$ cat src/rtl/fsbb_pkg.sv
package fsbb_pkg;
   typedef enum logic [1:0] {
      MODE_BUCK     = 2'd0,
      MODE_BB_BUCK1 = 2'd1,
      MODE_BB_BOOST1 = 2'd2,
      MODE_BOOST    = 2'd3
   } fsbb_mode_e;
endpackage

$ cat src/rtl/fsbb_carrier.sv
module fsbb_carrier #(
   parameter int PERIOD = 100,
   parameter int DW     = $clog2(PERIOD + 1)
) (
   input  logic          clk,
   input  logic          rst_n,
   output logic [DW-1:0] cnt,
   output logic          wrap
);
   localparam logic [DW-1:0] LAST = DW'(PERIOD - 1);

   assign wrap = (cnt == LAST);

   always_ff @(posedge clk or negedge rst_n) begin
      if (!rst_n)    cnt <= '0;
      else if (wrap) cnt <= '0;
      else           cnt <= cnt + 1'b1;
   end
endmodule

$ cat src/rtl/fsbb_mode_duty.sv
module fsbb_mode_duty
   import fsbb_pkg::*;
#(
   parameter int PERIOD = 100,
   parameter int DW     = $clog2(PERIOD + 1),
   parameter int DEM_W  = 12
) (
   input  logic                    clk,
   input  logic                    rst_n,
   input  logic                    wrap,
   input  logic signed [DEM_W-1:0] demand,
   input  logic [DW-1:0]           dmin,
   input  logic [DW-1:0]           dmax,
   input  logic [DW-1:0]           offs,
   output fsbb_mode_e              mode_q,
   output logic [DW-1:0]           d2_q,
   output logic [DW-1:0]           d3_q
);
   localparam int SW = DEM_W + 2;
   localparam logic signed [SW-1:0] P_S    = SW'(PERIOD);
   localparam logic signed [SW-1:0] TWOP_S = SW'(2 * PERIOD);
   localparam logic signed [SW-1:0] ONE_S  = SW'(1);
   localparam logic signed [SW-1:0] ZERO_S = '0;

   logic signed [SW-1:0] dem_s, u_s, k_s, mn_s, mx_s, x_s, x2_s;
   fsbb_mode_e           nxt;
   logic [DW-1:0]        d2_n, d3_n;

   function automatic logic [DW-1:0] clampd(input logic signed [SW-1:0] v,
                                            input logic signed [SW-1:0] lo,
                                            input logic signed [SW-1:0] hi);
      if (v < lo)      return lo[DW-1:0];
      else if (v > hi) return hi[DW-1:0];
      else             return v[DW-1:0];
   endfunction

   assign dem_s = {{2{demand[DEM_W-1]}}, demand};
   assign mn_s  = {{(SW-DW){1'b0}}, dmin};
   assign mx_s  = {{(SW-DW){1'b0}}, dmax};
   assign x_s   = {{(SW-DW){1'b0}}, offs};
   assign x2_s  = x_s + x_s;

   always_comb begin
      if (dem_s < ZERO_S)      u_s = ZERO_S;
      else if (dem_s > TWOP_S) u_s = TWOP_S;
      else                     u_s = dem_s;
   end

   assign k_s = u_s - (P_S - mn_s);

   always_comb begin
      nxt = mode_q;
      unique case (mode_q)
         MODE_BUCK:      if (k_s >= ONE_S) nxt = MODE_BB_BUCK1;
         MODE_BB_BUCK1:  if (k_s <= -ONE_S) nxt = MODE_BUCK;
                         else if (k_s >= x_s + ONE_S) nxt = MODE_BB_BOOST1;
         MODE_BB_BOOST1: if (k_s <= x_s - ONE_S) nxt = MODE_BB_BUCK1;
                         else if (k_s >= x2_s + ONE_S) nxt = MODE_BOOST;
         MODE_BOOST:     if (k_s <= x2_s - ONE_S) nxt = MODE_BB_BOOST1;
      endcase
   end

   always_comb begin
      d2_n = '0;
      d3_n = '0;
      unique case (nxt)
         MODE_BUCK:      d2_n = clampd(P_S - u_s, mn_s, mx_s);
         MODE_BB_BUCK1: begin
            d2_n = clampd(mn_s + x_s - k_s, mn_s, mx_s);
            d3_n = dmin;
         end
         MODE_BB_BOOST1: begin
            d2_n = dmin;
            d3_n = clampd(mn_s + k_s - x_s, mn_s, mx_s);
         end
         MODE_BOOST:     d3_n = clampd(mn_s + k_s - x_s, mn_s, mx_s);
      endcase
   end

   always_ff @(posedge clk or negedge rst_n) begin
      if (!rst_n) begin
         mode_q <= MODE_BUCK;
         d2_q   <= DW'(PERIOD);
         d3_q   <= '0;
      end else if (wrap) begin
         mode_q <= nxt;
         d2_q   <= d2_n;
         d3_q   <= d3_n;
      end
   end
endmodule

$ cat src/rtl/fsbb_phase_gen.sv
module fsbb_phase_gen
   import fsbb_pkg::*;
#(
   parameter int PERIOD = 100,
   parameter int DW     = $clog2(PERIOD + 1)
) (
   input  logic [DW-1:0] cnt,
   input  fsbb_mode_e    mode,
   input  logic [DW-1:0] d2,
   input  logic [DW-1:0] d3,
   output logic [3:0]    ideal
);
   localparam logic [DW:0] P_E = (DW+1)'(PERIOD);

   logic [DW:0] cnt_e, tail2, tail3;
   logic        lo_a, lo_b;

   assign cnt_e = {1'b0, cnt};
   assign tail2 = P_E - {1'b0, d2};
   assign tail3 = P_E - {1'b0, d3};

   always_comb begin
      lo_a = 1'b0;
      lo_b = 1'b0;
      unique case (mode)
         MODE_BUCK:      lo_a = (cnt < d2);
         MODE_BB_BUCK1: begin
            lo_a = (cnt < d2);
            lo_b = (cnt_e >= tail3);
         end
         MODE_BB_BOOST1: begin
            lo_b = (cnt < d3);
            lo_a = (cnt_e >= tail2);
         end
         MODE_BOOST:     lo_b = (cnt < d3);
      endcase
   end

   assign ideal = {~lo_b, lo_b, lo_a, ~lo_a};
endmodule

$ cat src/rtl/fsbb_deadband.sv
module fsbb_deadband #(
   parameter int DT_W = 4
) (
   input  logic            clk,
   input  logic            rst_n,
   input  logic            ideal,
   input  logic [DT_W-1:0] dead,
   output logic            gate
);
   localparam logic [DT_W-1:0] RUN_MAX = '1;

   logic [DT_W-1:0] run;

   always_ff @(posedge clk or negedge rst_n) begin
      if (!rst_n) begin
         run  <= '0;
         gate <= 1'b0;
      end else if (ideal) begin
         gate <= (run >= dead);
         if (run != RUN_MAX) run <= run + 1'b1;
      end else begin
         run  <= '0;
         gate <= 1'b0;
      end
   end
endmodule

$ cat src/rtl/fsbb_modulator.sv
module fsbb_modulator
   import fsbb_pkg::*;
#(
   parameter int PERIOD = 100,
   parameter int DEM_W  = 12,
   parameter int DT_W   = 4,
   parameter int DW     = $clog2(PERIOD + 1)
) (
   input  logic                    clk,
   input  logic                    rst_n,
   input  logic signed [DEM_W-1:0] demand,
   input  logic [DW-1:0]           duty_min,
   input  logic [DW-1:0]           duty_max,
   input  logic [DW-1:0]           bb_offset,
   input  logic [DT_W-1:0]         dead_cycles,
   output logic                    gate_buck_hi,
   output logic                    gate_buck_lo,
   output logic                    gate_boost_lo,
   output logic                    gate_boost_hi,
   output logic [1:0]              mode
);
   localparam int NGATE = 4;

   initial begin
      assert (PERIOD >= 8) else $error("PERIOD too small");
      assert (DEM_W >= DW + 2) else $error("DEM_W cannot span twice the period");
      assert (DT_W >= 1) else $error("DT_W must be at least 1");
   end

   logic [DW-1:0]    cnt_q, d2_q, d3_q;
   logic             wrap;
   fsbb_mode_e       mode_st;
   logic [NGATE-1:0] ideal, gate;

   fsbb_carrier #(.PERIOD(PERIOD), .DW(DW)) u_carrier (
      .clk(clk), .rst_n(rst_n), .cnt(cnt_q), .wrap(wrap)
   );

   fsbb_mode_duty #(.PERIOD(PERIOD), .DW(DW), .DEM_W(DEM_W)) u_mode (
      .clk(clk), .rst_n(rst_n), .wrap(wrap), .demand(demand),
      .dmin(duty_min), .dmax(duty_max), .offs(bb_offset),
      .mode_q(mode_st), .d2_q(d2_q), .d3_q(d3_q)
   );

   fsbb_phase_gen #(.PERIOD(PERIOD), .DW(DW)) u_phase (
      .cnt(cnt_q), .mode(mode_st), .d2(d2_q), .d3(d3_q), .ideal(ideal)
   );

   for (genvar g = 0; g < NGATE; g++) begin : g_db
      fsbb_deadband #(.DT_W(DT_W)) u_db (
         .clk(clk), .rst_n(rst_n), .ideal(ideal[g]),
         .dead(dead_cycles), .gate(gate[g])
      );
   end

   assign gate_buck_hi  = gate[0];
   assign gate_buck_lo  = gate[1];
   assign gate_boost_lo = gate[2];
   assign gate_boost_hi = gate[3];
   assign mode          = mode_st;
endmodule

$ cat config.mk
export PLATFORM = sky130hd
export DESIGN_NAME = fsbb_modulator
export DESIGN_NICKNAME = d
export VERILOG_FILES = /design/src/rtl/fsbb_pkg.sv /design/src/rtl/fsbb_carrier.sv /design/src/rtl/fsbb_mode_duty.sv /design/src/rtl/fsbb_phase_gen.sv /design/src/rtl/fsbb_deadband.sv /design/src/rtl/fsbb_modulator.sv
export SDC_FILE = /design/constraint.sdc
export NUM_CORES = 1
export LEC_CHECK = 0
export ABC_AREA = 0
export CELL_PAD_IN_SITES_DETAIL_PLACEMENT = 0
export CELL_PAD_IN_SITES_GLOBAL_PLACEMENT = 1
export CORE_MARGIN = 5
export CORE_UTILIZATION = 46
export CTS_BUF_LIST = sky130_fd_sc_hd__clkbuf_4 sky130_fd_sc_hd__clkbuf_8
export DETAILED_ROUTE_END_ITERATION = 10
export DONT_BUFFER_PORTS = 1
export PLACE_DENSITY = 0.9
export SLEW_MARGIN = 20
export SYNTH_ARGS = -nofsm -noshare
export SYNTH_HDL_FRONTEND = slang
export SYNTH_SLANG_ARGS = --single-unit
$ cat constraint.sdc
create_clock -name clk -period 2.7 [get_ports clk]
set_input_delay 0.135 -clock clk [delete_from_list [all_inputs] [get_ports clk]]
set_output_delay 0.135 -clock clk [all_outputs]
set_load 0.02 [all_outputs]
Word-level counts from Yosys, hierarchy flattened:

Cells that the tools add are included.

* equal/unequal tests: 13
* reductions and logical operators: 7
* $lt $le $gt $ge: 22
* $add $sub $neg: 19
* muxes and demuxes: 32

Operators with widths (number)
* $mux W7: 7
* $gt A14 B8 Y1: 3
* $lt A14 B8 Y1: 3
* $mux W4: 8
* $ge A14 B14 Y1: 2
* $le A14 B14 Y1: 2
* $mux W14: 2
* $sub A14 B14 Y14: 2
* $sub A7 B7 Y8 const A: 3
* $pmux W7 S3: 1
* $add A4 B1 Y4 const B: 4
* $add A7 B7 Y8: 2
* $ge A4 B4 Y1: 4
* $ge A7 B8 Y1: 2
* $ne A4 B4 Y1 const B: 4
* $add A14 B2 Y14 const B: 1
* $add A8 B14 Y14: 1
* $ge A14 B2 Y1 const B: 1
* $le A14 B1 Y1 const B: 1
* $lt A7 B7 Y1: 2
* $pmux W7 S2: 1
* $sub A14 B2 Y14 const B: 1
* $sub A14 B8 Y14: 1
* $sub A8 B14 Y14 const A: 1
* other kinds (16): 34

* logic and storage cells: 105
* output and inout port bits: 6
* input port bits: 39
* flip-flop bits (word level): 43

Longest topological paths before layout:

Gate-level depths: netlist of the first run.

* depth after elaboration: 11
* depth in mapped cells: 28
* depth with buffers taken out: 27

By module:

From an unflattened synthesis of the first run, not the netlist that was laid out.

* cells, all modules: 1019
* area total of the unflattened synthesis: 8476.9 um2

By module, submodules not included
* fsbb_mode_duty: cells an instance 757, times used 1, area an instance 6049.6 um2, sequential area each 404.1 um2
* fsbb_deadband: cells an instance 31, times used 4, area an instance 306.5 um2, sequential area each 125.1 um2
* fsbb_phase_gen: cells an instance 109, times used 1, area an instance 855.8 um2, sequential area each 0.0 um2
* fsbb_carrier: cells an instance 29, times used 1, area an instance 345.3 um2, sequential area each 175.2 um2

Worst setup path before layout of the first run:

OpenSTA, ideal clock, no wires.

* path type: input-to-reg
* start point: input demand[0]
* end point: register u_mode.d3_q[1]
* required time: 2.574 ns
* cell stages on the path: 28
* setup time: 0.126 ns
* path buffers: 1
* arrival time: 6.058 ns
* slack: -3.484 ns
* cells stage by stage: nor3_1 o211ai_1 nor2_1 nand2_1 ha_1 fa_1 nand2b_1 a21oi_1 and3_1 nand2_1 nand3_1 xor2_1 inv_1 fa_1 inv_1 ha_1 nor3_1 nor2_1 o41ai_1 or2_2 clkbuf_1 o211ai_1 a2bb2oi_2 xnor2_1 a2111o_1 nor3_2 mux2_2 a221o_1

* longest elaborated chain between the ends: 11
* elaborated cells between the ends (all ways): 29
* classes of those cells: add/sub (3); order compare (10); eq/ne (3); mux (12); reduce/logical (1)

Ends and longest elaborated chain
* from (decl): RTL line fsbb_modulator.sv:11 `input logic signed [DEM_W-1:0] demand,`
* $gt A12 B9 Y1: RTL line fsbb_mode_duty.sv:45 `else if (dem_s > TWOP_S) u_s = TWOP_S;`
* $mux W14: RTL line fsbb_mode_duty.sv:45
* $mux W14 (*): RTL line fsbb_mode_duty.sv:44 `if (dem_s < ZERO_S) u_s = ZERO_S;`
* $sub A14 B14 Y14 (*): RTL line fsbb_mode_duty.sv:49 `assign k_s = u_s - (P_S - mn_s);`
* parallel branches: the longest is 6 deep, another holds $add A8 B14 Y14
* $pmux W7 S2 (*): RTL line fsbb_mode_duty.sv:66 `unique case (nxt)`
* to (signal assigned): RTL line fsbb_mode_duty.sv:88 `d3_q <= d3_n;`
* to (decl): RTL line fsbb_mode_duty.sv:17 `output logic [DW-1:0] d3_q`

Mark *: on every way between the ends.
A chain may end at the register's enable or synchronous reset.

Worst setup path after layout of the first run:

* start point: input demand[10]
* end point: register u_mode.d3_q[2]

Same word-level chain as after synthesis.

==> out/results.tsv, run 1 <==
metric	value	unit
r2r-start	u_mode.mode_q[0]$_DFFE_PN0N_	
mostFrequentLayoutCell	buf_4	
std_cell_rows	50	
worstSetupStartpoint	demand[10]	
criticalPathCategory	primary input to register	
hold_viol	0	
critPathRequiredTime	2.88	ns
layout.cells.non_filler	1601	
final_cell_mix	buf_4 (292), ha_1 (164), inv_1 (91)	
synth_top_area_share	24.8	%
yosysSeqAreaShare	12.5	%
power.leakage	5.86	nW
synthTopCellsByArea	ha_1 (25%), dfrtp_1 (12%), xnor2_1 (5.2%), inv_1 (4.4%), nor2_1 (4.0%)	
seqCellArea	0.00108	mm²
final_nets	1586	
port_buffers	0	
antenna_found_initial	1	
status	finished, violations left	
synth_area	0.00864	mm²
die_area	0.0216	mm²
fp.dieH	147	µm
viasPerCell	5.91	
cts_tree	built	
cts_buffer_depth	2	
globalRouteMet1Util	30.5	%
finalSetupTns	-36.35	ns
htreeDepth	2	
met2_usage	46.9	%
synth_top_family_by_area	adder cells	
slew_violations	0	
cts_num_sinks	43	
cts_root_buffer	clkbuf_8	
finalSetupViolations	16	
startpoint_type	primary input	
fill_cells	1477	
grt_pass1_vias	9654	
tightest_slew	0.555	ns
routabilityCongestion	1.01	
finalWorstSetupSlack	-2.65	ns
placed_cells	1554	
cts_made_buffers	5	
grt.busiest_layer	met2	
timing.slew.headroom	62.7	%
place_area	0.0111	mm²
finalPower	6.93	mW
grt_max_degree	44	
hp-start	duty_min[0]	
via_count	9457	
synth-adder-area-share	27.1	%
core_area	0.0186	mm²
hold_path.class	primary input to register	
die_w	147	µm
worst_setup_path_end_kind	register	
post-synth-top-area-cell	ha_1	
worst-path-max-fanout	7	
rsz0062_at_grt	true	
multi_input_area	0.00765	mm²
clock.fmax	187	MHz
layout-drive-gt1-share	32.1	%
post-route-period-util	198	%
synthMuxAreaShare	1.94	%
synth_cell_type_count	86	
layout-area-overhead-vs-synth	39.1	%
initial_core_util	46.5	%
drt_iter0_drc	606	
cap_violations	0	
ant_nets	0	
synth-compound-area-share	25.3	%
ir_drop	0.289	mV
wl_per_cell	18.3	µm
drt_wl_total	29300	µm
clk_pin_slew	0.09	ns
io_pins	45	
hpwl	23100	µm
synthXorXnorAreaFrac	7.11	%
powerDensity	576	mW/mm²
synth-edff-count	0	
grt_overflow_total	0	
drc	0	
avgSynthCellArea	8.11	µm²
num_antenna_cells	0	
ys_seq_elements	43	
clk_latency	0.30	ns
ys_warn_count	0	
firstDrtPassIters	7	
grt_pass1_wl	47100	µm
met3_usage	3.67	%
syn_inst	1066	
synthSimpleGateAreaFrac	20.0	%
synthArstFlopShare	100	%
period_needed	5.35	ns
grt_usage	26.1	%
cp_data_arrival_time	5.53	ns
finClkSkew	0.00773	ns
final_cell_area	0.0120	mm²
violations	negative setup slack	
synthFlopType	dfrtp_1	
-- final cells by class --
cell class / instances / share of cell area (%)
tap: 234 / 2.43
multi-input combinational: 897 / 63.6
inverter: 106 / 3.40
clock buffer: 6 / 0.687
timing repair buffer: 313 / 20.5
sequential: 43 / 8.98
clock inverter: 2 / 0.323
-- metrics by stage --
stage	setup WS (ns)	hold WS [ns]	utilization, %
after floorplan	-2.87	-0.161	-
after global placement	-2.71	-0.159	59.7
after detailed placement	-2.88	-0.159	59.7
after CTS	-2.49	0.0750	63.5
after global routing	-2.95	0.0905	64.7
final	-2.65	0.0893	64.7
-- synth_stat cells, drive strengths merged, types with 14 or more instances --
cell type,count
nand3,40
nand2b,34
a21oi,69
nor2b,26
nor2,93
xnor2,52
a21o,30
nand2,39
a211oi,14
dfrtp,40
nor3,36
o21a,24
o21ai,43
o211ai,18
xor2,16
ha,171
inv,103
-- report_power, final --
part           switching (mW)  total, mW  internal, mW
logic                    2.76       5.55          2.79
clock network           0.234      0.538         0.304
registers               0.106      0.847         0.742
-- timing repair --
action / CTS / global route
endpoints found under the setup margin: 16 / 27
hold endpoints to repair: 50 / 0
setup buffers: 24 / 13
resized for setup: 62 / 34
hold buffers: 9 / 0
pin swaps: 46 / 21
-- worst paths after layout --
| kind | to | slack [ns] | cells past startpoint |
|---|---|---|---|
| setup / recovery | u_mode.d3_q[2]$_DFFE_PN0N_ | -2.65 | 26 |
| hold / removal | u_mode.d2_q[0]$_DFFE_PN0N_ | 0.09 | 3 |
| setup reg to reg | u_mode.d3_q[2]$_DFFE_PN0N_ | 0.18 | 11 |
| hold reg to reg | u_carrier.cnt[0]$_DFF_PN0_ | 0.54 | 1 |
| max in group asynchronous | u_mode.d2_q[6]$_DFFE_PN1N_ | 2.15 | 2 |
| min in group asynchronous | u_carrier.cnt[3]$_DFF_PN0_ | 0.29 | 2 |
-- routing by layer --
layer,up-vias,wire length (µm)
met4,2,1690
met1,4499,11800
li1,4517,-
met5,-,13
met3,117,1450
met2,322,14300
-- registers in the layout, summed over array words and instances, names as in the netlist --
signal	flops
g_db.u_db.gate	4
u_carrier.cnt	7
u_mode.d3_q	7
g_db.u_db.run	16
u_mode.d2_q	7
u_mode.mode_q	2
-- kinds of logic after synthesis --
kind of cell    Yosys count
simple gates            332
xor+xnor                 68
other cells               2
buf+inv                 128
fa+ha+maj               181
mux                      16
flops                    43
compound gates          296
-- critical path, cell delays in order --
cell and delay (ns):
nor3_4 0.20, buf_4 0.14, o211a_1 0.16, and3_4 0.20, buf_4 0.10, ha_1 0.23, a31oi_2 0.21, o21a_1 0.25
xnor2_1 0.17, inv_1 0.10, fa_1 0.49, inv_1 0.05, ha_1 0.33, a21oi_2 0.18, o21ai_1 0.12, o41ai_2 0.36
or2_4 0.22, o211ai_1 0.10, a2bb2oi_2 0.17, xnor2_1 0.14, a2111o_1 0.39, buf_6 0.16, o41ai_4 0.33, buf_4 0.17
nor3_4 0.05, a221o_1 0.34
(Power assumes the default switching activity.)
==> run 2, diff against run 1 <==
--- a/config.mk
+++ b/config.mk
@@ -9,11 +9,11 @@
 export CELL_PAD_IN_SITES_DETAIL_PLACEMENT = 0
 export CELL_PAD_IN_SITES_GLOBAL_PLACEMENT = 1
 export CORE_MARGIN = 5
-export CORE_UTILIZATION = 46
+export CORE_UTILIZATION = 40
 export CTS_BUF_LIST = sky130_fd_sc_hd__clkbuf_4 sky130_fd_sc_hd__clkbuf_8
 export DETAILED_ROUTE_END_ITERATION = 10
 export DONT_BUFFER_PORTS = 1
-export PLACE_DENSITY = 0.9
+export PLACE_DENSITY_LB_ADDON = 0.1
 export SLEW_MARGIN = 20
 export SYNTH_ARGS = -nofsm -noshare
 export SYNTH_HDL_FRONTEND = slang
==> run 2 against run 1 <==
  * Critical endpoint is now u_mode.d3_q[1]$_DFFE_PN0N_
  * Worst hold slack lost 0.013 ns
  * Power decreased by 1.6%
  * The run still ends with negative setup slack left
  * Wire length increased by 3.7%
  * Sequential cell count unchanged
  * Setup slack improved by 0.10 ns
  * Critical path type unchanged
  * Largest power group unchanged
  * Register-to-register slack got worse by 0.14 ns
  * Count of clock-buffer cells in the layout is 1 lower
  * Final area grew 5.5%
==> out/results.tsv, run 2 (same netlist as run 1, synthesis figures left out) <==
metric	value	unit	change
finalWorstSetupSlack	-2.55	ns	+0.105 ns
hold_path.class	primary input to register		
routabilityCongestion	0.909		-9.7%
final_nets	1645		+3.7%
place_ws	-3.03	ns	-0.151 ns
violations	negative setup slack		
cts_tree	built		
drc	0		unchanged
finClkSkew	0.0129	ns	+0.00514 ns
worst-path-max-fanout	6		-1
whs	0.0767	ns	-0.0126 ns
clk_pin_slew	0.10	ns	about the same
powerDensity	538	mW/mm²	-6.7%
cts_root_buffer	clkbuf_8		
drt_iter0_drc	438		-28%
firstDrtPassIters	4		-3
slew_violations	0		unchanged
layout-area-overhead-vs-synth	46.8	%	
finalPower	6.82	mW	-1.6%
port_buffers	0		unchanged
cts_num_sinks	43		unchanged
grt_overflow_total	0		unchanged
final_cell_mix	buf_4 (335), ha_1 (161), inv_1 (92)		
period_needed	5.25	ns	-0.105 ns
grt_usage	24.6	%	-1.5 points
antenna_found_initial	0		-1
hold_viol	0		unchanged
grt_max_degree	44		unchanged
multi_input_area	0.00779	mm²	+1.8%
num_antenna_cells	0		unchanged
largest_register	g_db.u_db.run		
largest_reg_flops	16		unchanged
worst_path_max_delay_cell	fa_1		
fp.dieH	157	µm	+6.7%
htreeDepth	2		unchanged
clk_latency	0.31	ns	about the same
grt_pass1_vias	9247		-4.2%
cp_data_arrival_time	5.45	ns	-0.08 ns
die_area	0.0247	mm²	+14%
layout-drive-gt1-share	36.5	%	+4.4 points
fin_util	60.0	%	-4.7 points
cpPeakStageDelay	0.51	ns	+0.02 ns
power.leakage	6.20	nW	+5.9%
ir_drop	0.256	mV	-12%
clock.fmax	190	MHz	+2.0%
rsz0062_at_grt	true		
cap_violations	0		unchanged
mostFrequentLayoutCell	buf_4		
fill_cells	1954		+32%
std_cell_rows	53		+6.0%
startpoint_type	primary input		
hpwl	24300	µm	+5.1%
finalSetupViolations	16		unchanged
worst_setup_path_end_kind	register		
initial_core_util	40.9	%	-5.7 points
finalSetupTns	-35.15	ns	+1.21 ns
status	finished, violations left		
viasPerCell	5.41		-8.5%
drt_wl_total	30400	µm	+3.7%
via_count	9194		-2.8%
io_pins	45		unchanged
core_area	0.0212	mm²	+14%
ant_nets	0		unchanged
seqCellArea	0.00108	mm²	unchanged
criticalPathCategory	primary input to register		
post-route-period-util	194	%	-3.9 points
grt_pass1_wl	48500	µm	+3.0%
cts_made_buffers	5		unchanged
die_w	157	µm	+6.7%
cts_buffer_depth	2		unchanged
critPathRequiredTime	2.90	ns	+0.02 ns
wl_per_cell	17.8	µm	-2.4%
==> run 2: changes by cell type in the layout (fill, tap and decap cells not counted), sizes merged <==
cell	delta
buf	+59
bufinv	-1
clkbuf	-1
clkinvlp	+2
==> run 2: metrics by stage <==
step | std cells | area (µm²)
2_1_floorplan | 1068 | 8820
3_3_place_gp | 1620 | 11300
3_5_place_dp | 1620 | 11300
4_1_cts | 1690 | 12300
5_1_grt | 1701 | 12700
6_report | 1701 | 12700
==> run 2: cell type report <==
cell class	count	share of cell area, %
Sequential cell	43	8.51
Timing Repair Buffer	372	23.4
Clock inverter	3	0.187
Tap cell	275	2.71
Multi-Input combinational cell	897	61.4
Inverter	106	3.24
Clock buffer	5	0.542
==> run 2: per-layer routing <==
| layer | wire length (µm) | global-route usage, % | up-vias |
|---|---|---|---|
| li1 | - | - | 4625 |
| met1 | 13100 | 30.1 | 4346 |
| met2 | 15200 | 44.8 | 159 |
| met3 | 952 | 2.34 | 64 |
| met4 | 1110 | 8.80 | 0 |
| met5 | 0 | 0 | - |
==> run 2: power breakdown <==
part	leakage [nW]	internal, mW	switching (mW)
Clock	0.0408	0.185	0.259
Sequential	0.526	0.741	0.106
Combinational	5.64	2.85	2.68
Total	6.20	3.78	3.04
==> run 2: path summary, 6_finish.rpt <==
kind                                               from                          to  slack, ns  cells after the start
max                                           demand[5]  u_mode.d3_q[1]$_DFFE_PN0N_      -2.55                     30
min                                         duty_max[3]  u_mode.d3_q[3]$_DFFE_PN0N_       0.08                      2
max reg2reg                u_mode.mode_q[0]$_DFFE_PN0N_  u_mode.d3_q[0]$_DFFE_PN0N_       0.04                     12
min reg2reg                  u_mode.d2_q[2]$_DFFE_PN1N_  u_mode.d2_q[2]$_DFFE_PN1N_       0.54                      2
max in group asynchronous                         rst_n  u_mode.d2_q[5]$_DFFE_PN1N_       2.10                      2
min in group asynchronous                         rst_n  u_carrier.cnt[6]$_DFF_PN0_       0.33                      2
==> run 2: repair_timing <==
action	CTS	global route
endpoints found under the hold margin	50	0
gates resized for setup	80	59
buffers inserted	54	17
hold buffers	9	0
pin swaps	53	35
endpoints found under the setup margin	16	29
==> run 2: critical path, delay by kind of cell <==
kind | cells | cell delay [ns]
AO/OA/AOI/OAI | 8 | 1.36
multiplexers | 1 | 0.29
adder cells (fa/ha/maj) | 4 | 1.35
buffers and inverters | 5 | 0.54
AND/OR/NAND/NOR | 11 | 1.60
XOR/XNOR | 1 | 0.15
==> run 3, diff against run 2 <==
--- a/config.mk
+++ b/config.mk
@@ -8,6 +8,7 @@
 export ABC_AREA = 0
 export CELL_PAD_IN_SITES_DETAIL_PLACEMENT = 0
 export CELL_PAD_IN_SITES_GLOBAL_PLACEMENT = 1
+export CORE_ASPECT_RATIO = 1.4
 export CORE_MARGIN = 5
 export CORE_UTILIZATION = 40
 export CTS_BUF_LIST = sky130_fd_sc_hd__clkbuf_4 sky130_fd_sc_hd__clkbuf_8
==> constraint.sdc (replaced) <==
create_clock -name clk -period 5.9 [get_ports clk]
set_input_delay 0.295 -clock clk [delete_from_list [all_inputs] [get_ports clk]]
set_output_delay 0.295 -clock clk [all_outputs]
set_load 0.02 [all_outputs]
==> run 3 against run 2 <==
  * The flow now finishes without violations
  * Worst hold slack improved by 0.052 ns
  * Sequential share of layout area rose by 2.8 points
  * Count of clock-buffer cells in the layout rose by 2
  * First-iteration DRC count fell by 13%
  * Wire length fell by 9.2%
  * Via count fell by 13%
  * Sequential power fell by 54%
  * Non-clock buffer count fell by 317
  * Clock power fell by 45%
  * Global-route usage fell by 2.6 points
  * Setup slack improved by 2.8 ns
  * Final area fell by 25%
  * Highest routed layer unchanged
==> out/results.tsv, run 3 (same netlist as run 1, synthesis figures left out) <==
metric	value	unit	change
grt_max_degree	44		unchanged
power.leakage	4.49	nW	-28%
grt_pass1_vias	7974		-14%
num_antenna_cells	0		unchanged
fill_cells	2145		+9.8%
hold_viol	0		unchanged
cts_num_sinks	43		unchanged
cts_buffer_depth	2		unchanged
cts_made_buffers	5		unchanged
grt_pass1_wl	43200	µm	-11%
mostFrequentLayoutCell	ha_1		
hold_path.class	primary input to register		
post-route-period-util	95.5	%	
antenna_found_initial	0		unchanged
fin_util	45.0	%	-15 points
powerDensity	255	mW/mm²	-53%
globalRouteMet1Util	24.4	%	-5.6 points
wl_per_cell	20.1	µm	+13%
cts_tree	built		
cap_violations	0		unchanged
firstDrtPassIters	5		+1
die_w	134	µm	-14%
ant_nets	0		unchanged
via_count	7957		-13%
status	finished, final reports clean		
final_cell_area	0.00954	mm²	-25%
place_ws	-0.128	ns	+2.91 ns
core_area	0.0212	mm²	+0.24%
die_area	0.0247	mm²	+0.17%
port_buffers	0		unchanged
cts_root_buffer	clkbuf_8		
finClkSkew	0.0107	ns	-0.00218 ns
viasPerCell	5.81		+7.5%
critPathRequiredTime	6.10	ns	+3.20 ns
clk_pin_slew	0.09	ns	about the same
fp.dieH	184	µm	+17%
largest_reg_flops	16		unchanged
finalSetupViolations	0		-16
grt.busiest_layer	met2		
slew_violations	0		unchanged
met2_usage	42.5	%	-2.3 points
ir_drop	0.110	mV	-57%
largest_register	g_db.u_db.run		
worst-path-max-fanout	6		unchanged
period_needed	5.63	ns	
drt_wl_total	27600	µm	-9.2%
cp_data_arrival_time	5.83	ns	+0.38 ns
initial_core_util	40.8	%	-0.096 points
criticalPathCategory	primary input to register		
timing.slew.headroom	37.9	%	
place_area	0.00930	mm²	-18%
io_pins	45		unchanged
finalPower	2.43	mW	-64%
htreeDepth	2		unchanged
final_nets	1328		-19%
final_cell_mix	ha_1 (170), inv_1 (101), nor2_1 (88)		
tightest_slew	0.932	ns	
grt_usage	22.0	%	-2.6 points
finalWorstSetupSlack	0.265	ns	+2.82 ns
met3_usage	1.48	%	-0.86 points
multi_input_area	0.00718	mm²	-7.9%
whs	0.129	ns	+0.0521 ns
routabilityCongestion	0.986		+8.4%
worst_setup_path_end_kind	register		
grt_overflow_total	0		unchanged
layout-drive-gt1-share	11.4	%	-25 points
drc	0		unchanged
clk_latency	0.31	ns	about the same
clock.fmax	177	MHz	
layout-area-overhead-vs-synth	10.3	%	
startpoint_type	primary input		
seqCellArea	0.00108	mm²	unchanged
std_cell_rows	63		+19%
hpwl	22900	µm	-5.6%
drt_iter0_drc	383		-13%
==> run 3: cell count changes in the layout (fill, tap and decap cells not counted), sizes merged <==
| cell | previous run | this run |
|---|---|---|
| buf | 364 | 54 |
| bufinv | 0 | 1 |
| clkbuf | 5 | 7 |
| clkinvlp | 3 | 0 |
| dlygate4sd3 | 8 | 1 |
==> run 3: routing by layer <==
metal,part of all wire [%],wire length [µm],vias to the layer above
met2,53,14600,142
li1,-,-,3991
met3,2.4,658,60
met1,40,11100,3764
met5,0,0,-
met4,4.5,1250,0
==> run 3: worst paths after layout <==
path                                               from                          to  slack, ns  cells after the start
min in group asynchronous                         rst_n  u_mode.d2_q[3]$_DFFE_PN0N_       0.50                      2
min reg2reg                  u_mode.d2_q[2]$_DFFE_PN1N_  u_mode.d2_q[2]$_DFFE_PN1N_       0.54                      2
min                                         duty_min[1]  u_mode.d3_q[1]$_DFFE_PN0N_       0.13                      1
max in group asynchronous                         rst_n  u_mode.d2_q[5]$_DFFE_PN1N_       5.13                      2
max reg2reg                u_mode.mode_q[1]$_DFFE_PN0N_  u_mode.d2_q[0]$_DFFE_PN0N_       2.78                     10
max                                           demand[8]  u_mode.d3_q[3]$_DFFE_PN0N_       0.27                     27
==> run 3: critical path, stage by stage <==
cell and delay [ns]:
nor3_4 0.25, o211ai_1 0.17, nor2_1 0.15, nand2_1 0.11
ha_1 0.22, inv_1 0.10, a31oi_1 0.10, o21a_1 0.15
buf_4 0.18, or3_1 0.41, nand3_2 0.11, inv_1 0.07
fa_1 0.47, inv_1 0.04, ha_1 0.24, or3_1 0.37
o21ai_0 0.08, a21oi_1 0.08, a41oi_1 0.23, buf_4 0.18
o211ai_1 0.09, o21ai_1 0.11, xnor2_1 0.11, a2111o_1 0.45
nor3_4 0.36, mux2_2 0.38, a221o_1 0.32
==> run 3: cell type report <==
type	count	share of cell area, %
repair buffers	55	4.57
well taps	260	3.41
clock buffers	7	0.879
multi-input cells	897	75.3
flip-flops and latches	43	11.3
clock inverters	1	0.315
inverters	106	4.25
==> run 3: timing repair <==
item                                   CTS  global route
endpoints found under the hold margin   43             0
hold buffers                             2             0
setup endpoints to repair                0             9
resized for setup                        0            13
buffers inserted                         0             3
==> run 3: per-stage QoR <==
stage | std cells | TNS, ns
2_1_floorplan | 1068 | 0
6_report | 1369 | 0
3_3_place_gp | 1356 | -0.267
3_5_place_dp | 1356 | -0.690
5_1_grt | 1369 | -0.154
4_1_cts | 1366 | 0
==> run 3: power by group <==
group	total [mW]	internal [mW]	switching, mW
Sequential	0.388	0.339	0.0483
Clock	0.243	0.136	0.107
Combinational	1.80	0.798	1.00
Total	2.43	1.27	1.16
